[config.mk]
export PLATFORM = sky130hd
export DESIGN_NAME = reset_sequencer
export DESIGN_NICKNAME = d
export VERILOG_FILES = /design/src/rtl/rsq_pkg.sv /design/src/rtl/rsq_pin_filter.sv /design/src/rtl/rsq_phase_fsm.sv /design/src/rtl/reset_sequencer.sv
export SDC_FILE = /design/constraint.sdc
export NUM_CORES = 1
export LEC_CHECK = 0
export BUFFER_PORTS_ARGS = -buffer_cell sky130_fd_sc_hd__buf_2
export CAP_MARGIN = 15
export CORE_MARGIN = 1.5
export CORE_UTILIZATION = 33
export DETAILED_ROUTE_END_ITERATION = 10
export SYNTH_ARGS = -nofsm -noshare
export SYNTH_HDL_FRONTEND = slang
export SYNTH_SLANG_ARGS = --single-unit
export TNS_END_PERCENT = 50
[constraint.sdc]
create_clock -name clk -period 3.45 [get_ports clk]
set_clock_uncertainty 0.15 [all_clocks]
set_input_delay 0.345 -clock clk [delete_from_list [all_inputs] [get_ports clk]]
set_output_delay 0.345 -clock clk [all_outputs]
set_load 0.02 [all_outputs]
[src/rtl/rsq_pkg.sv]
package rsq_pkg;

    typedef enum logic [2:0] {
        PH_IDLE,
        PH_ACT_EXT,
        PH_ACT_WDG,
        PH_DELAY,
        PH_FETCH_LO,
        PH_FETCH_HI
    } phase_e;

    localparam logic [15:0] VEC_LO = 16'hFFFE;
    localparam logic [15:0] VEC_HI = 16'hFFFF;

    typedef struct packed {
        logic        core_rst;
        logic        drive_low;
        logic        fetch;
        logic [15:0] addr;
    } seq_out_t;

    function automatic seq_out_t decode_phase(phase_e p);
        seq_out_t o;
        o           = '0;
        o.core_rst  = (p != PH_IDLE);
        o.drive_low = (p == PH_ACT_WDG) || (p == PH_DELAY);
        o.fetch     = (p == PH_FETCH_LO) || (p == PH_FETCH_HI);
        if (p == PH_FETCH_LO)      o.addr = VEC_LO;
        else if (p == PH_FETCH_HI) o.addr = VEC_HI;
        return o;
    endfunction

endpackage

[src/rtl/rsq_pin_filter.sv]
module rsq_pin_filter #(
    parameter int MIN_W = 4
) (
    input  logic clk,
    input  logic rst,
    input  logic pin_sense_n,
    input  logic drive_low,
    output logic ext_hit
);
    localparam int              CNTW    = $clog2(MIN_W + 1);
    localparam logic [CNTW-1:0] CNT_TOP = CNTW'(MIN_W - 1);

    logic            ext_async;
    logic            cap1, cap2;
    logic [CNTW-1:0] width_cnt;

    // Outside low only: our own drive must not look like a request.
    assign ext_async = ~pin_sense_n & ~drive_low;

    // Asynchronous capture, synchronous release.
    always_ff @(posedge clk or posedge ext_async) begin
        if (ext_async) begin
            cap1 <= 1'b1;
            cap2 <= 1'b1;
        end else if (rst) begin
            cap1 <= 1'b0;
            cap2 <= 1'b0;
        end else begin
            cap1 <= 1'b0;
            cap2 <= cap1;
        end
    end

    always_ff @(posedge clk) begin
        if (rst || !cap2)           width_cnt <= '0;
        else if (width_cnt != CNT_TOP) width_cnt <= width_cnt + CNTW'(1);
    end

    assign ext_hit = cap2 && (width_cnt == CNT_TOP);

    // three edges of self drive clear the capture chain.
    a_r8_self_drive_masked: assert property (@(posedge clk) disable iff (rst)
        (drive_low && $past(drive_low) && $past(drive_low, 2)) |-> !ext_hit);

endmodule

[src/rtl/rsq_phase_fsm.sv]
module rsq_phase_fsm
    import rsq_pkg::*;
#(
    parameter int SHORT_DLY = 256,
    parameter int LONG_DLY  = 4096,
    parameter int WDG_W     = 16
) (
    input  logic     clk,
    input  logic     rst,
    input  logic     ext_hit,
    input  logic     wdg_req,
    input  logic     long_sel,
    output seq_out_t so
);
    localparam int MAXC = (LONG_DLY > SHORT_DLY) ?
                          ((LONG_DLY > WDG_W) ? LONG_DLY : WDG_W) :
                          ((SHORT_DLY > WDG_W) ? SHORT_DLY : WDG_W);
    localparam int CW   = $clog2(MAXC + 1);
    localparam logic [CW-1:0] WDG_LAST   = CW'(WDG_W - 1);
    localparam logic [CW-1:0] SHORT_LAST = CW'(SHORT_DLY - 1);
    localparam logic [CW-1:0] LONG_LAST  = CW'(LONG_DLY - 1);

    phase_e        phase;
    logic [CW-1:0] pcnt;
    logic [CW-1:0] dly_last;

    assign dly_last = long_sel ? LONG_LAST : SHORT_LAST;

    always_ff @(posedge clk) begin
        if (rst) begin
            phase <= PH_DELAY;
            pcnt  <= '0;
        end else if (ext_hit) begin
            phase <= PH_ACT_EXT;
            pcnt  <= '0;
        end else if (wdg_req) begin
            phase <= PH_ACT_WDG;
            pcnt  <= '0;
        end else begin
            case (phase)
                PH_ACT_EXT: begin
                    phase <= PH_DELAY;
                    pcnt  <= '0;
                end
                PH_ACT_WDG: begin
                    if (pcnt == WDG_LAST) begin
                        phase <= PH_DELAY;
                        pcnt  <= '0;
                    end else begin
                        pcnt <= pcnt + CW'(1);
                    end
                end
                PH_DELAY: begin
                    if (pcnt == dly_last) begin
                        phase <= PH_FETCH_LO;
                        pcnt  <= '0;
                    end else begin
                        pcnt <= pcnt + CW'(1);
                    end
                end
                PH_FETCH_LO: phase <= PH_FETCH_HI;
                PH_FETCH_HI: phase <= PH_IDLE;
                default:     phase <= PH_IDLE;
            endcase
        end
    end

    assign so = decode_phase(phase);

    // a lone watchdog pulse always lands in its driven active phase.
    a_r7_restart_wdg: assert property (@(posedge clk) disable iff (rst)
        (wdg_req && !ext_hit) |=> (so.drive_low && !so.fetch));

    // fetch addresses come in fixed order.
    a_r5_fetch_order: assert property (@(posedge clk) disable iff (rst)
        (so.fetch && so.addr == VEC_LO && !ext_hit && !wdg_req)
            |=> (so.fetch && so.addr == VEC_HI));

endmodule

[src/rtl/reset_sequencer.sv]
module reset_sequencer
    import rsq_pkg::*;
#(
    parameter int EXT_MIN_W = 4,
    parameter int WDG_W     = 16,
    parameter int SHORT_DLY = 256,
    parameter int LONG_DLY  = 4096
) (
    input  logic        clk,
    input  logic        rst,
    input  logic        pin_sense_n,
    input  logic        wdg_uflow,
    input  logic        long_delay_sel,
    output logic        pin_drive_low,
    output logic        core_rst,
    output logic        vec_fetch,
    output logic [15:0] vec_addr
);
    localparam int LRW = $clog2(LONG_DLY + WDG_W + 1) + 1;

    logic     ext_hit;
    seq_out_t so;

    rsq_pin_filter #(.MIN_W(EXT_MIN_W)) u_filt (
        .clk         (clk),
        .rst         (rst),
        .pin_sense_n (pin_sense_n),
        .drive_low   (so.drive_low),
        .ext_hit     (ext_hit)
    );

    rsq_phase_fsm #(
        .SHORT_DLY (SHORT_DLY),
        .LONG_DLY  (LONG_DLY),
        .WDG_W     (WDG_W)
    ) u_fsm (
        .clk      (clk),
        .rst      (rst),
        .ext_hit  (ext_hit),
        .wdg_req  (wdg_uflow),
        .long_sel (long_delay_sel),
        .so       (so)
    );

    assign pin_drive_low = so.drive_low;
    assign core_rst      = so.core_rst;
    assign vec_fetch     = so.fetch;
    assign vec_addr      = so.addr;

    // Length of the current driven-low stretch of the pin.
    logic [LRW-1:0] low_run;
    always_ff @(posedge clk) begin
        if (rst || !pin_drive_low)   low_run <= '0;
        else if (!(&low_run))        low_run <= low_run + LRW'(1);
    end

    // every driven stretch contains at least a full short delay.
    a_r4_low_through_delay: assert property (@(posedge clk) disable iff (rst)
        $fell(pin_drive_low) |-> (low_run >= LRW'(SHORT_DLY)));

    // core reset ends only after the second fetch cycle.
    a_r6_release_after_fetch: assert property (@(posedge clk) disable iff (rst)
        $fell(core_rst) |-> $past(vec_fetch && vec_addr == VEC_HI));

    // fetch happens only with the core held in reset.
    a_r5_fetch_in_reset: assert property (@(posedge clk) disable iff (rst)
        vec_fetch |-> core_rst);

endmodule

==> results.json <==
{
  "first_global_vias": 980,
  "drc": 0,
  "ys_seq_area_share_pct": 34.3,
  "p_per_area_nw_per_um2": 347,
  "post-cts-setup-buffer-count": 0,
  "io_buffers": 23,
  "die_y_um": 64.9,
  "critical_path_class": "flop to flop",
  "max-slew-margin-rel_pct": 34.1,
  "intPower_uw": 350,
  "cp_data_arrival_time_ps": 2570,
  "hold_buffers": 1,
  "grt_use_total_pct": 12.9,
  "synth_top_area_share_pct": 30.1,
  "cp-end-kind": "flop",
  "clockBufferDepth": 2,
  "rsz0062_at_grt": "false",
  "place_inst": 202,
  "yosysTopAreaCell": "dfxtp_1",
  "hold_path_class": "input pin to flop",
  "viasPerCell": 5.04,
  "crit_chain": "or4_1 -> o31ai_1 -> o211ai_1 -> or3_1 -> a21o_1",
  "cts_buffers": 3,
  "clkPwrFrac_pct": 34.7,
  "netlist_instances": 154,
  "place_area_sq_um": 1290,
  "antenna_found_initial": 0,
  "met3_usage_pct": 2.78,
  "synth_area_sq_um": 1260,
  "synth_nets": 162,
  "final_area_sq_um": 1340,
  "cts.clk_slew.worst_paths_ps": 80,
  "finalSetupTns_ps": 0,
  "initial_core_util_pct": 34.5,
  "cts.repair.resized": 0,
  "drt_first_pass_iters": 4,
  "fmax_ghz": 0.390,
  "grt_pass1_wl_um": 4260,
  "p_leak_uw": 0.000501,
  "pin_count": 24,
  "ant_nets": 0,
  "drive_gt1_share_pct": 20.1,
  "drt-initial-drc-count": 27,
  "report.final.slew_viol_count": 0,
  "pwr-share-seq_pct": 55.0,
  "n_antenna_cell": 0,
  "grt_max_degree": 19,
  "slowest_stage": "or4_1",
  "insertion_delay_ps": 260,
  "cts.htree.levels": 1,
  "cpPeakStageDelay_ps": 580,
  "wl_per_cell_um": 12.2,
  "cp_num_buf_inv": 0,
  "path_delay_family": "simple AND/OR/NAND/NOR gates",
  "finalNetCount": 168,
  "avgSynthCellArea_sq_um": 8.20,
  "async_flop_share_pct": 9.52,
  "switchingPower_uw": 116,
  "root_buffer": "clkbuf_8",
  "vias": 1044,
  "most-common-layout-cells": "23 x buf_2, 19 x dfxtp_1, 18 x nor2_1",
  "coreArea_sq_um": 3660,
  "drv_cap": 0,
  "areaGrowthSynthToFinish_pct": 6.24,
  "cts_sinks": 21,
  "routabilityCongestion": 0.821,
  "power_frac_comb_pct": 10.2,
  "use_met1_pct": 14.8,
  "worst_slew_pin_slew_ps": 984,
  "fin_crit_sh_pct": 74.3,
  "grtUsageMet2_pct": 22.4,
  "die_x_um": 64.9,
  "wl_um": 2530,
  "setup_viol": 0,
  "synth_edf_count": 0,
  "rows": 22,
  "ys_top_cells_by_area": "dfxtp_1 30%, buf_4 8.9%, nor2_1 5.4%, dfstp_2 4.2%, xnor2_1 4.2%",
  "period_needed_ps": 2560,
  "finalNonFillerCells": 207,
  "path_max_fanout": 13,
  "top_usage_layer": "met2",
  "power.share.switching_pct": 24.9,
  "layout_commonest_cell": "buf_2",
  "hpwl_um": 1850,
  "start_kind": "flop",
  "yosys_warnings": 0,
  "die_area_sq_um": 4210,
  "synth-main-ff-cell": "dfxtp_1",
  "hold_viol_final": 0,
  "synth_seq_cells": 21,
  "cp.required_ps": 3460,
  "cts_tree": "yes",
  "overflow": 0,
  "status": "finished clean",
  "post_synth_num_cell_types": 44,
  "ir_worst_vdd_mv": 0.112
}
==> sequential cells by signal, summed over array words and instances (netlist names) <==
signal and cells:
u_fsm.pcnt 13, u_filt.width_cnt 3, u_fsm.phase 3, u_filt.cap1 1, u_filt.cap2 1
==> cell usage after synthesis (2+ instances only) <==
library cell and count:
nand3_1 4, o21ai_0 3, and2_1 3, a31oi_1 3, ha_1 3, inv_1 2, nor2_1 18, a22oi_1 3
nor3_1 5, o31ai_1 2, or2_2 2, nand4_1 2, nand2b_1 3, nor2b_1 3, nand2_1 13, xnor2_1 6
clkbuf_1 6, a211oi_1 6, buf_4 15, nand4b_1 2, a21oi_1 4, xor2_1 3, dfxtp_1 19, nor3b_1 2
dfstp_2 2, or3_1 2
==> through the flow <==
step	util, %	setup WS [ps]	hold slack [ps]	power (uW)
2_1_floorplan	-	1140	146	297
3_5_place_dp	35.1	906	234	309
3_3_place_gp	35.1	1030	226	307
5_1_grt	36.6	693	102	491
6_report	36.6	888	91.6	465
4_1_cts	36.6	888	89.2	472
==> power groups by stage <==
stage	clock, uW	combinational, uW	sequential [uW]
2_1_floorplan	0	40.2	257
3_3_place_gp	0	46.0	261
3_5_place_dp	0	46.9	262
4_1_cts	167	48.1	256
5_1_grt	180	53.8	258
6_report	162	47.6	256
==> area by class of cell <==
cell class              instances  area (sq um)
fillers                       375          2320
multi-input cells             108           671
flip-flops and latches         21           433
repair buffers                 24           125
well taps                      48          60.1
clock buffers                   4          45.0
inverters                       2          7.51
==> logic make-up (layout without fill, tap and decap cells) <==
kind of cell / after synthesis / in the layout / synth area share [%]
other cells: 1 / 1 / 0.297
buf+inv: 25 / 30 / 12.6
xor+xnor: 9 / 9 / 6.24
simple gates: 66 / 66 / 27.6
compound gates: 28 / 28 / 15.3
flops: 21 / 21 / 34.3
mux: 1 / 1 / 0.793
fa+ha+maj: 3 / 3 / 2.97
==> final timing paths <==
path,startpoint,end,slack (ps),cells after the start
max in group asynchronous,u_fsm.phase[1],u_filt.cap1,2430,2
min in group asynchronous,pin_sense_n,u_filt.cap2,510,3
min reg2reg,u_filt.cap1,u_filt.cap2,330,1
min,rst,u_filt.cap2,90,2
max,u_fsm.pcnt[8],u_fsm.phase[1],890,5
max reg2reg,u_fsm.pcnt[8],u_fsm.phase[1],890,5
==> per-layer routing <==
metal | wire (um) | vias up
met1 | 1170 | 481
li1 | - | 533
met4 | 25 | 0
met2 | 1220 | 26
met3 | 110 | 4
met5 | 0 | -
Power figures use the tool's default switching activity.
